File: src/rtl/lock_alarm_pkg.sv
package lock_alarm_pkg;

  // Timeout in seconds: count times multiplying factor
  function automatic int unsigned limit_of(input int unsigned val, input int unsigned mul);
    return val * mul;
  endfunction

  // True when one more second reaches or passes the limit
  function automatic logic hit_limit(input int unsigned cnt, input int unsigned lim);
    return (cnt + 1) >= lim;
  endfunction

endpackage

File: src/rtl/la_attempt_timer.sv
module la_attempt_timer #(
  parameter int SEL_W = 4,
  parameter int LIM_W = 8
) (
  input  logic             clk,
  input  logic             rst_n,
  input  logic             sec_tick,
  input  logic             sel_valid,
  input  logic [SEL_W-1:0] sel_idx,
  input  logic             pll_locked,
  input  logic [LIM_W-1:0] limit,
  output logic             expire,
  output logic             restart
);
  logic [LIM_W-1:0] cnt_q, cnt_eff;
  logic             done_q, done_eff;
  logic             prev_valid_q;
  logic [SEL_W-1:0] prev_sel_q;
  logic             running;

  assign restart  = sel_valid && (!prev_valid_q || (sel_idx != prev_sel_q));
  assign cnt_eff  = restart ? '0 : cnt_q;
  assign done_eff = restart ? 1'b0 : done_q;
  assign running  = sel_valid && !pll_locked && !done_eff && (limit != '0);
  assign expire   = running && sec_tick &&
                    lock_alarm_pkg::hit_limit(32'(cnt_eff), 32'(limit));

  always_ff @(posedge clk) begin
    if (!rst_n) begin
      cnt_q        <= '0;
      done_q       <= 1'b0;
      prev_valid_q <= 1'b0;
      prev_sel_q   <= '0;
    end else begin
      prev_valid_q <= sel_valid;
      prev_sel_q   <= sel_idx;
      if (!sel_valid || pll_locked) begin
        cnt_q  <= '0;
        done_q <= 1'b0;
      end else if (expire) begin
        cnt_q  <= '0;
        done_q <= 1'b1;
      end else if (running && sec_tick) begin
        cnt_q  <= cnt_eff + LIM_W'(1);
        done_q <= done_eff;
      end else begin
        cnt_q  <= cnt_eff;
        done_q <= done_eff;
      end
    end
  end

  // lock in the same cycle always wins over expiry
  a_r2_lock_blocks_expire: assert property (@(posedge clk) disable iff (!rst_n)
    pll_locked |-> !expire);

  // zero limit never expires
  a_r4_zero_limit_silent: assert property (@(posedge clk) disable iff (!rst_n)
    (limit == '0) |-> !expire);

  // after expiry the timer holds while the selection is unchanged and unlocked
  a_r10_no_repeat: assert property (@(posedge clk) disable iff (!rst_n)
    expire && sel_valid |=> (restart || !sel_valid || pll_locked || !expire));

endmodule

File: src/rtl/la_alarm_cell.sv
module la_alarm_cell #(
  parameter int LIM_W = 8
) (
  input  logic             clk,
  input  logic             rst_n,
  input  logic             sec_tick,
  input  logic [LIM_W-1:0] limit,
  input  logic             cfg_auto,
  input  logic             raise,
  input  logic             clr_hit,
  output logic             alarm
);
  logic             alarm_q;
  logic [LIM_W-1:0] age_q;
  logic             age_done;
  logic             sw_clear;

  assign age_done = alarm_q && cfg_auto && sec_tick &&
                    lock_alarm_pkg::hit_limit(32'(age_q), 32'(limit));
  assign sw_clear = alarm_q && !cfg_auto && clr_hit;
  assign alarm    = alarm_q;

  always_ff @(posedge clk) begin
    if (!rst_n) begin
      alarm_q <= 1'b0;
      age_q   <= '0;
    end else if (raise) begin
      alarm_q <= 1'b1;
      age_q   <= '0;
    end else if (age_done || sw_clear) begin
      alarm_q <= 1'b0;
    end else if (alarm_q && cfg_auto && sec_tick) begin
      age_q   <= age_q + LIM_W'(1);
    end
  end

  // an alarm only appears after a raise event
  a_r1_rise_needs_raise: assert property (@(posedge clk) disable iff (!rst_n)
    $rose(alarm_q) |-> $past(raise));

  // software clear in manual policy takes effect next cycle
  a_r6_sw_clear: assert property (@(posedge clk) disable iff (!rst_n)
    alarm_q && !cfg_auto && clr_hit && !raise |=> !alarm_q);

  // clear strobe ignored under the self-clearing policy
  a_r8_auto_ignores_write: assert property (@(posedge clk) disable iff (!rst_n)
    alarm_q && cfg_auto && clr_hit && !sec_tick |=> alarm_q);

  // without a tick, a self-clearing alarm keeps its value
  a_r7_hold_between_ticks: assert property (@(posedge clk) disable iff (!rst_n)
    alarm_q && cfg_auto && !sec_tick |=> alarm_q);

endmodule

File: src/rtl/lock_alarm_supervisor.sv
module lock_alarm_supervisor #(
  parameter int NUM_IN = 14,
  parameter int VAL_W  = 6,
  parameter int MUL_W  = 2,
  parameter int SEL_W  = 4
) (
  input  logic              clk,
  input  logic              rst_n,
  input  logic              sec_tick,
  input  logic              sel_valid,
  input  logic [SEL_W-1:0]  sel_idx,
  input  logic              pll_locked,
  input  logic [VAL_W-1:0]  cfg_val,
  input  logic [MUL_W-1:0]  cfg_mul,
  input  logic              cfg_auto_clr,
  input  logic              clr_we,
  input  logic [NUM_IN-1:0] clr_mask,
  output logic [NUM_IN-1:0] alarm,
  output logic [NUM_IN-1:0] disq
);
  localparam int LIM_W = VAL_W + MUL_W;

  logic [LIM_W-1:0]  limit;
  logic              expire;
  logic              restart;
  logic [NUM_IN-1:0] raise_vec;
  logic [NUM_IN-1:0] alarm_vec;

  assign limit = LIM_W'(lock_alarm_pkg::limit_of(32'(cfg_val), 32'(cfg_mul)));

  la_attempt_timer #(.SEL_W(SEL_W), .LIM_W(LIM_W)) u_timer (
    .clk        (clk),
    .rst_n      (rst_n),
    .sec_tick   (sec_tick),
    .sel_valid  (sel_valid),
    .sel_idx    (sel_idx),
    .pll_locked (pll_locked),
    .limit      (limit),
    .expire     (expire),
    .restart    (restart)
  );

  for (genvar i = 0; i < NUM_IN; i++) begin : g_cell
    assign raise_vec[i] = expire && (sel_idx == SEL_W'(i));
    la_alarm_cell #(.LIM_W(LIM_W)) u_cell (
      .clk      (clk),
      .rst_n    (rst_n),
      .sec_tick (sec_tick),
      .limit    (limit),
      .cfg_auto (cfg_auto_clr),
      .raise    (raise_vec[i]),
      .clr_hit  (clr_we && clr_mask[i]),
      .alarm    (alarm_vec[i])
    );
  end

  assign alarm = alarm_vec;
  assign disq  = alarm_vec;

  // at most one reference is raised per cycle, and only the selected one
  a_r5_single_raise: assert property (@(posedge clk) disable iff (!rst_n)
    $onehot0(raise_vec));

  a_r5_raise_is_selected: assert property (@(posedge clk) disable iff (!rst_n)
    (raise_vec != '0) |-> (sel_valid && !pll_locked));

  // a restart cycle cannot expire unless a single second suffices
  a_r3_restart_fresh: assert property (@(posedge clk) disable iff (!rst_n)
    restart && expire |-> (limit == LIM_W'(1)));

endmodule

File: config.mk
export PLATFORM = sky130hd
export DESIGN_NAME = lock_alarm_supervisor
export DESIGN_NICKNAME = d
export VERILOG_FILES = /design/src/rtl/lock_alarm_pkg.sv /design/src/rtl/la_attempt_timer.sv /design/src/rtl/la_alarm_cell.sv /design/src/rtl/lock_alarm_supervisor.sv
export SDC_FILE = /design/constraint.sdc
export NUM_CORES = 1
export LEC_CHECK = 0
export BUFFER_PORTS_ARGS = -buffer_cell sky130_fd_sc_hd__buf_2
export CORE_MARGIN = 2
export CORE_UTILIZATION = 28
export DETAILED_ROUTE_END_ITERATION = 10
export GPL_ROUTABILITY_DRIVEN = 0
export HOLD_SLACK_MARGIN = 0.08
export SLEW_MARGIN = 15
export SYNTH_ARGS = -nofsm -noshare
export SYNTH_HDL_FRONTEND = slang
export SYNTH_SLANG_ARGS = --single-unit
File: constraint.sdc
create_clock -name clk -period 6.9 [get_ports clk]
set_input_delay 2.07 -clock clk [delete_from_list [all_inputs] [get_ports clk]]
set_output_delay 2.07 -clock clk [all_outputs]
set_load 0.02 [all_outputs]
==> qor.yml, run 1 <==
run_status:
  status: "finished, final reports clean"
layout:
  drive_gt1_share_pct: 10.3
  areaGrowthSynthToFinish_pct: 13.0
  antenna_cells: 0
  fin_nets: 1489
  final_cell_area_um2: 12000
  num-fill-cells: 3928
floorplan:
  die_y_um: 199
  num_io_pins: 61
  rows: 71
  start_util_pct: 28.3
  die_w_um: 199
  core_area_um2: 37600
  die_area_um2: 39600
timing:
  rsz0062_at_grt: "false"
  fin_setup_tns_ps: 0
  fin_crit_ps: 5570
  fmax_ghz: 0.180
  setup_viol: 0
  clock_skew_ps: 9.57
  slew-limit-headroom_pct: 24.6
  finalHoldViolations: 0
  drv_slew: 0
  hold_slack_ps: 486
  finalCritPeriodShare_pct: 80.7
  tightestPinTransition_ps: 1130
logic_synthesis:
  yosys_warnings: 0
  synth_cells: 1266
  synthAdderAreaFrac_pct: 16.6
  synth_xor_area_share_pct: 9.79
  yosysTopAreaCellShare_pct: 26.3
  ys_seq_elements: 140
  synth_top_family_by_area: "compound AO/OA/AOI/OAI gates"
  ys_seq_area_share_pct: 26.3
  netlist_top_cells_count: "140 x dfxtp_1, 140 x ha_1, 105 x a21oi_1"
  synth_compound_area_share_pct: 21.2
  synth-simple-area-share_pct: 21.0
  synth_enable_flop_cells: 0
  synth_mux_area_share_pct: 1.22
  ys.flop_type: "dfxtp_1"
  netlist_area_um2: 10600
  synth_top_cells_by_area: "dfxtp_1 26%, ha_1 16%, xnor2_1 6.1%"
  synth_largest_area_cell: "dfxtp_1"
  syn_area_per_cell_um2: 8.41
  synthArstFlopShare_pct: 0
  synth_fp_nets: 1440
  ys_types: 53
flow_run:
  cap_violations: 0
clocking:
  holdBufCountCts: 0
  numCtsBuffers: 17
  cts_tree: "done"
  clk_path_buf_depth: 2
  postCtsSetupRepairBufs: 0
  post_cts_resized: 0
  clock_latency_ps: 440
  path_clk_slew_ps: 60
  htreeDepth: 4
  root_buffer: "clkbuf_16"
  cts.sinks: 140
detailed_routing:
  via_per_inst: 5.12
  routed-via-count: 9407
  drc: 0
  dr.pass1.iters: 5
  dr.first_iter.drc_count: 447
  wl_per_cell_um: 15.1
  wirelength_um: 27700
  ant_nets: 0
critical_path:
  worst-r2r-cell-count: 18
  end_kind: "register"
  path_class: "input port to register"
  slowest_delay_ps: 900
  cp_slowest_cell: "o31ai_1"
  worstPathArrival_ps: 5850
  cp_data_required_time_ps: 7180
  cp_max_fo: 15
  crit_chain: "buf_2 -> and2_1 -> ha_1 -> fa_1 -> a21o_1 -> a21oi_1 -> xor2_2 -> buf_4 -> ha_1 -> nor4_1 -> o211ai_1 -> and3_1 -> a211oi_2 -> buf_4 -> o31ai_1 -> nor2_1"
  cp-start-kind: "input port"
placement:
  io_buffer_count: 60
  hpwlAfterDp_um: 20400
  placed_cell_area_um2: 11500
pwr:
  ir_drop_uv: 148
  pwr_density_cell_nw_per_um2: 164
  totalPowerFinal_mw: 1.97
  leakage_nw: 5.03
worst_hold_path:
  holdCritPathClass: "register to register"
  min_path_cells: 2
global_routing:
  grt_pass1_vias: 8920
  globalRoute.totalOverflow: 0
  grt_max_degree: 37
  track_usage_pct: 14.5
  grt_pass1_wl_um: 45500
  antenna_found_initial: 2
[sequential cells by signal (all words and copies together), names as in the netlist]
name	cells
g_cell.u_cell.alarm	14
u_timer.prev_sel_q	4
u_timer.done_q	1
g_cell.u_cell.age_q	112
u_timer.prev_valid_q	1
u_timer.cnt_q	8
[routing by layer]
layer / up-vias / part of all wire (%) / global-route usage [%]
met3: 44 / 2.8 / 2.31
li1: 4773 / - / -
met2: 114 / 48 / 25.3
met1: 4474 / 47 / 18.0
met4: 2 / 2.5 / 5.28
met5: - / 0.032 / 0
[per-stage QoR]
step	utilization, %	setup slack, ps	instances
detailed placement	30.5	857	1807
CTS	32.0	1360	1839
floorplan	-	766	1266
finish	32.0	1330	1839
global placement	30.5	959	1807
global route	32.0	1040	1839
[cell usage in the layout, fill, tap and decap left out, types with 21 or more instances in the layout]
cell type  netlist  routed
dfxtp_1        140     140
nand2_1         75      75
a21o_1          22      22
o21ai_0         96      95
ha_1           140     140
xnor2_1         74      73
nand3_1         43      43
nand4_1         26      26
xor2_1          45      44
a211o_1         26      26
inv_1           27      27
buf_2            0      60
or3_1           73      73
and3_1          30      30
a21oi_1        105     105
nor2_1          85      85
and2_1          34      34
buf_4           28      21
[logic make-up (layout without fill, tap and decap cells)]
| logic type | after synthesis | after routing |
|---|---|---|
| AND/OR/NAND/NOR | 425 | 425 |
| AO/OA/AOI/OAI | 350 | 350 |
| adder cells (fa/ha/maj) | 141 | 141 |
| flip-flops | 140 | 140 |
| XOR/XNOR | 119 | 119 |
| buffers and inverters | 78 | 140 |
| multiplexers | 13 | 13 |
[final cells by class]
class	count	area [um2]	share of cell area, %
clock inverter	14	136	1.13
timing repair buffer	81	458	3.81
clock buffer	18	439	3.65
inverter	27	101	0.843
sequential	140	2800	23.3
tap	511	639	5.32
multi-input combinational	1048	7450	61.9
[path summary, 6_finish.rpt]
kind	endpoint	start	slack, ps
hold / removal	g_cell[11].u_cell.age_q[1]	g_cell[11].u_cell.age_q[1]	490
hold reg to reg	g_cell[11].u_cell.age_q[1]	g_cell[11].u_cell.age_q[1]	490
setup / recovery	g_cell[12].u_cell.age_q[0]	cfg_mul[1]	1330
setup reg to reg	g_cell[12].u_cell.age_q[0]	u_timer.prev_sel_q[0]	2930
[power breakdown]
part / switching (mW) / leakage (nW) / total (mW) / internal [mW]
registers: 0.000721 / 1.13 / 0.810 / 0.810
clock network: 0.397 / 0.273 / 0.907 / 0.510
logic: 0.162 / 3.62 / 0.253 / 0.0904
total: 0.560 / 5.03 / 1.97 / 1.41
[worst max-delay path, delay by kind of cell]
| family | cells | cell delay [ps] |
|---|---|---|
| AOI/OAI and AO/OA | 5 | 1580 |
| adders and majority gates | 3 | 880 |
| buffers and inverters | 3 | 600 |
| and+or+nand+nor | 4 | 550 |
| xor gates and xnor gates | 1 | 150 |
No activity file was read; power rests on OpenSTA's default activity.
==> inputs of run 2 (changes only) <==
==> constraint.sdc (replaced) <==
create_clock -name clk -period 5.42 [get_ports clk]
set_input_delay 1.626 -clock clk [delete_from_list [all_inputs] [get_ports clk]]
set_output_delay 1.626 -clock clk [all_outputs]
set_load 0.02 [all_outputs]
==> run 2 against run 1 <==
Compared with the run above:
- clock skew increased by 1.2 ps
- final cell count increased by 0.71%
- register-to-register slack got worse by 1300 ps
- critical path type unchanged
- largest power group unchanged
- highest routed layer is now met4
==> qor.yml, run 2 (synthesized netlist as in run 1, its figures left out) <==
layout:
  regMostFlops: "g_cell.u_cell.age_q"
  fin_nets: 1501
  layout.cells.non_filler: 1852
  areaGrowthSynthToFinish_pct: 14.5
  final_cell_mix: "140 x ha_1, 140 x dfxtp_1, 105 x a21oi_1"
  drive_gt1_share_pct: 11.1
  largest_reg_flops: 112
global_routing:
  globalRoute.totalOverflow: 0
  antenna_found_initial: 1
  grt_max_degree: 37
  grt_pass1_vias: 9103
  grt_pass1_wl_um: 45800
  track_usage_pct: 14.6
detailed_routing:
  dr.pass1.iters: 5
  routed-via-count: 9377
  drc: 0
  wl_per_cell_um: 15.2
  via_per_inst: 5.06
  dr.first_iter.drc_count: 574
  wirelength_um: 28100
  ant_nets: 0
floorplan:
  start_util_pct: 28.3
  die_area_um2: 39600
  num_io_pins: 61
  core_area_um2: 37600
  rows: 71
  die_w_um: 199
  die_y_um: 199
clocking:
  cts.sinks: 140
  clk_path_buf_depth: 2
  cts_tree: "done"
  htreeDepth: 4
  path_clk_slew_ps: 60
  post_cts_resized: 0
  holdBufCountCts: 0
  numCtsBuffers: 17
  clock_latency_ps: 430
  postCtsSetupRepairBufs: 0
  root_buffer: "clkbuf_16"
flow_run:
  cap_violations: 0
placement:
  hpwlAfterDp_um: 20700
  io_buffer_count: 60
  place_inst: 1819
timing:
  finalHoldViolations: 0
  fin_setup_tns_ps: 0
  fmax_ghz: 0.203
  clock_skew_ps: 10.7
  fin_crit_ps: 4930
  slew-limit-headroom_pct: 33.0
  finalCritPeriodShare_pct: 91.0
  rsz0062_at_grt: "false"
  tightestPinTransition_ps: 1010
  setup_viol: 0
  drv_slew: 0
run_status:
  status: "finished, final reports clean"
critical_path:
  crit_chain: "buf_2 -> and2_1 -> ha_1 -> fa_1 -> a21o_1 -> a21oi_1 -> xor2_2 -> buf_12 -> ha_1 -> a211o_1 -> o211ai_1 -> and3_1 -> o21ai_0 -> or3_1 -> a21oi_1"
  crit_end: "g_cell[9].u_cell.age_q[4]"
  worst-r2r-cell-count: 17
  path_class: "input port to register"
  r2r_start: "u_timer.prev_sel_q[3]"
  r2r_end: "g_cell[11].u_cell.age_q[5]"
  cp_max_fo: 10
  crit_start: "cfg_mul[1]"
  cp_data_required_time_ps: 5780
  r2r_slack_ps: 1620
  cp-start-kind: "input port"
  worstPathArrival_ps: 5290
  cp_slowest_cell: "fa_1"
  end_kind: "register"
  slowest_delay_ps: 420
pwr:
  leakage_nw: 5.12
  totalPowerFinal_mw: 2.60
  pwr_density_cell_nw_per_um2: 214
  ir_drop_uv: 168
worst_hold_path:
  holdCritPathClass: "register to register"
## run 2: power by group
group          switching [mW]  total [mW]  internal, mW
Clock                   0.464        1.24         0.772
Combinational           0.212       0.335         0.123
Sequential            0.00103        1.03          1.03
Total                   0.677        2.60          1.93
## run 2: cell type report
type	instances	area (um2)
Inverter	27	101
Multi-Input combinational cell	1048	7450
Sequential cell	140	2800
Timing Repair Buffer	93	561
Clock inverter	10	138
Clock buffer	22	484
Antenna cell	1	2.50
Tap cell	511	639
Fill cell	3894	25400
## run 2: how the worst min path moves through the flow
stage | start | to | slack [ps] | depth (start not counted)
after floorplan | g_cell[11].u_cell.age_q[1] | g_cell[11].u_cell.age_q[1] | 450 | 2
after global placement | g_cell[11].u_cell.age_q[1] | g_cell[11].u_cell.age_q[1] | 460 | 2
after detailed placement | g_cell[11].u_cell.age_q[1] | g_cell[11].u_cell.age_q[1] | 470 | 2
after CTS | g_cell[11].u_cell.age_q[1] | g_cell[11].u_cell.age_q[1] | 480 | 2
after global routing | g_cell[7].u_cell.age_q[1] | g_cell[7].u_cell.age_q[1] | 510 | 2
final | g_cell[11].u_cell.age_q[1] | g_cell[11].u_cell.age_q[1] | 470 | 2
## run 2: layer usage
| metal | vias up | global-route usage [%] | share of wire [%] |
|---|---|---|---|
| li1 | 4786 | - | - |
| met5 | - | 0 | 0 |
| met2 | 161 | 25.0 | 47 |
| met4 | 0 | 6.22 | 3.4 |
| met3 | 53 | 2.05 | 3.0 |
| met1 | 4377 | 18.3 | 47 |
## run 2: per-stage QoR
| stage | worst slack (ps) | area [um2] | hold WS (ps) | util (%) |
|---|---|---|---|---|
| after detailed placement | 20.0 | 11600 | 468 | 30.7 |
| after global placement | 136 | 11600 | 460 | 30.7 |
| final | 485 | 12200 | 472 | 32.4 |
| after global routing | 238 | 12200 | 508 | 32.4 |
| after CTS | 480 | 12200 | 477 | 32.4 |
| after floorplan | 39.1 | 10700 | 453 | - |
## run 2: critical path, delay by kind of cell
family | cells | cell delay, ps
buffers and inverters | 2 | 330
AOI/OAI and AO/OA | 6 | 1310
and+or+nand+nor | 3 | 820
xor gates and xnor gates | 1 | 290
adders and majority gates | 3 | 890
==> inputs of run 3 (changes only) <==
--- a/config.mk
+++ b/config.mk
@@ -5,6 +5,8 @@
 export SDC_FILE = /design/constraint.sdc
 export NUM_CORES = 1
 export LEC_CHECK = 0
+export ABC_AREA = 1
+export ABC_CLOCK_PERIOD_IN_PS = 5420
 export BUFFER_PORTS_ARGS = -buffer_cell sky130_fd_sc_hd__buf_2
 export CORE_MARGIN = 2
 export CORE_UTILIZATION = 28
==> run 3 against run 2 <==
Compared with the run above:
- combinational power hardly changed
- flip-flop and latch count unchanged
- first-iteration DRC count up 8.4%
- sequential power hardly changed
- area after synthesis rose by 8.6%
- register-to-register slack improved by 360 ps
- critical path depth increased by 3
- final area up 5.9%
- highest routed layer is now met5
==> qor.yml, run 3 <==
run_status:
  status: "finished, final reports clean"
detailed_routing:
  wl_per_cell_um: 12.5
  routed-via-count: 10300
  drc: 0
  via_per_inst: 4.53
  dr.pass1.iters: 5
  wirelength_um: 28500
  dr.first_iter.drc_count: 622
  ant_nets: 0
timing:
  fin_crit_ps: 4570
  clock_skew_ps: 9.17
  tightestPinTransition_ps: 814
  fin_setup_tns_ps: 0
  finalHoldViolations: 0
  drv_slew: 0
  slew-limit-headroom_pct: 45.7
  finalCritPeriodShare_pct: 84.4
  fmax_ghz: 0.219
  rsz0062_at_grt: "false"
  setup_viol: 0
critical_path:
  worstPathArrival_ps: 4940
  slowest_delay_ps: 450
  cp_common_cell: "inv_1"
  cp_data_required_time_ps: 5790
  path_buf_inv: 5
  cp_max_fo: 13
  crit_chain: "buf_2 -> nand2_1 -> inv_1 -> ha_1 -> fa_1 -> nand4_1 -> nand3_1 -> inv_1 -> buf_4 -> ha_1 -> a21oi_1 -> o21a_1 -> nand3_1 -> nor2_2 -> nand3_2 -> o21ai_0 -> inv_1 -> nor2_1"
  critPathTopFamily: "adder cells"
  end_kind: "register"
  cp-start-kind: "input port"
  path_class: "input port to register"
  cp_slowest_cell: "fa_1"
pwr:
  switching_share_pct: 26.8
  totalPowerFinal_mw: 2.59
  netSwitchingPower_uw: 695
  pwr_density_cell_nw_per_um2: 201
  ir_drop_uv: 153
  intPower_mw: 1.90
  power.share.sequential_pct: 39.9
  pwr-share-comb_pct: 12.9
  clkPwrFrac_pct: 47.2
  leakage_nw: 5.99
clocking:
  path_clk_slew_ps: 60
  cts.sinks: 140
  postCtsSetupRepairBufs: 0
  clock_latency_ps: 430
  htreeDepth: 4
  root_buffer: "clkbuf_16"
  post_cts_resized: 0
  clk_path_buf_depth: 2
  holdBufCountCts: 0
  numCtsBuffers: 17
  cts_tree: "done"
logic_synthesis:
  synth_fp_nets: 1865
  synthArstFlopShare_pct: 0
  synth_largest_area_cell: "dfxtp_1"
  synth_mux_area_share_pct: 0
  synth_top_family_by_area: "simple AND/OR/NAND/NOR gates"
  synth_top_cells_by_area: "dfxtp_1 24%, ha_1 15%, nand2_1 10%"
  synth_cells: 1691
  synthAdderAreaFrac_pct: 15.3
  synth_compound_area_share_pct: 9.69
  ys.flop_type: "dfxtp_1"
  ys_types: 36
  netlist_top_cells_count: "315 x nand2_1, 296 x inv_1, 208 x nor2_1"
  ys_seq_area_share_pct: 24.2
  synth_most_common_cell: "nand2_1"
  synth_enable_flop_cells: 0
  syn_area_per_cell_um2: 6.84
  synth_xor_area_share_pct: 7.12
  netlist_area_um2: 11600
  yosys_warnings: 0
  yosysTopAreaCellShare_pct: 24.2
  ys_seq_elements: 140
  synth-simple-area-share_pct: 30.5
layout:
  regArea_um2: 2800
  num-fill-cells: 4381
  largest_reg_flops: 112
  layout_commonest_cell: "nand2_1"
  fin_nets: 1907
  drive_gt1_share_pct: 10.2
  areaGrowthSynthToFinish_pct: 11.6
  regMostFlops: "g_cell.u_cell.age_q"
  final_cell_mix: "315 x nand2_1, 296 x inv_1, 207 x nor2_1"
  multi_input_area_um2: 7260
  antenna_cells: 0
global_routing:
  antenna_found_initial: 1
  track_usage_pct: 13.5
  grt_pass1_wl_um: 47500
  globalRoute.totalOverflow: 0
  grt_pass1_vias: 9761
  grt_max_degree: 17
floorplan:
  start_util_pct: 28.3
  die_w_um: 207
  rows: 74
  die_y_um: 207
  num_io_pins: 61
  die_area_um2: 42900
  core_area_um2: 40800
worst_hold_path:
  holdCritPathClass: "register to register"
flow_run:
  cap_violations: 0
placement:
  hpwlAfterDp_um: 21800
  io_buffer_count: 60
run 3: cell types whose count changed after synthesis, moves of 23 or more:
cell / change
a211o_1: -26
or3_1: -73
xor2_1: +38
nor2_1: +123
inv_1: +269
nand2_1: +240
nand3_1: +46
nand4_1: +36
xnor2_1: -63
a21oi_1: -23
and2_1: -34
run 3: metal layers:
| layer | global-route usage, % | up-vias | part of all wire (%) |
|---|---|---|---|
| met5 | 0 | - | 0.046 |
| met4 | 4.66 | 2 | 2.4 |
| met3 | 2.14 | 40 | 3.3 |
| met2 | 22.5 | 147 | 45 |
| met1 | 17.7 | 4642 | 49 |
| li1 | - | 5482 | - |
run 3: metrics by stage:
step / hold slack [ps] / cells / setup WS [ps] / cell area [um2] / utilization [%]
after floorplan: 450 / 1691 / 794 / 11600 / -
after global placement: 465 / 2246 / 477 / 12300 / 30.1
after detailed placement: 486 / 2246 / 421 / 12300 / 30.1
after CTS: 494 / 2278 / 860 / 12900 / 31.6
after global routing: 537 / 2278 / 516 / 12900 / 31.6
final: 493 / 2278 / 846 / 12900 / 31.6
run 3: cell type report:
type	count	area share, %
clock buffer	21	3.65
clock inverter	11	1.09
inverter	300	8.73
multi-input combinational	1198	56.3
sequential	140	21.7
tap	532	5.16
timing repair buffer	76	3.36
run 3: final timing paths:
| kind | from | slack (ps) | end | cells past startpoint |
|---|---|---|---|---|
| setup / recovery | cfg_mul[1] | 850 | g_cell[4].u_cell.age_q[5] | 18 |
| hold / removal | u_timer.done_q | 490 | u_timer.done_q | 2 |
| setup reg to reg | u_timer.prev_sel_q[1] | 1980 | u_timer.cnt_q[0] | 23 |
| hold reg to reg | u_timer.done_q | 490 | u_timer.done_q | 2 |
run 3: cells by family (layout without fill, tap and decap cells):
| group | Yosys count | count (layout) |
|---|---|---|
| buffers and inverters | 353 | 408 |
| adder cells (fa/ha/maj) | 141 | 141 |
| AND/OR/NAND/NOR | 754 | 754 |
| flip-flops | 140 | 140 |
| XOR/XNOR | 94 | 94 |
| AO/OA/AOI/OAI | 209 | 209 |
run 3: worst reg2reg max path: cells and delay by family, from the launching register on:
kind	cells	cell delay, ps
fa+ha+maj	2	500
flops	1	330
compound gates	3	440
buf+inv	3	450
simple gates	15	1670
run 3: power by group through the flow:
stage	combinational, mW	clock (mW)	sequential [mW]
2_1_floorplan	0.217	0	1.06
3_3_place_gp	0.328	0	1.06
3_5_place_dp	0.335	0	1.06
4_1_cts	0.338	1.25	1.03
5_1_grt	0.382	1.30	1.03
6_report	0.335	1.22	1.03
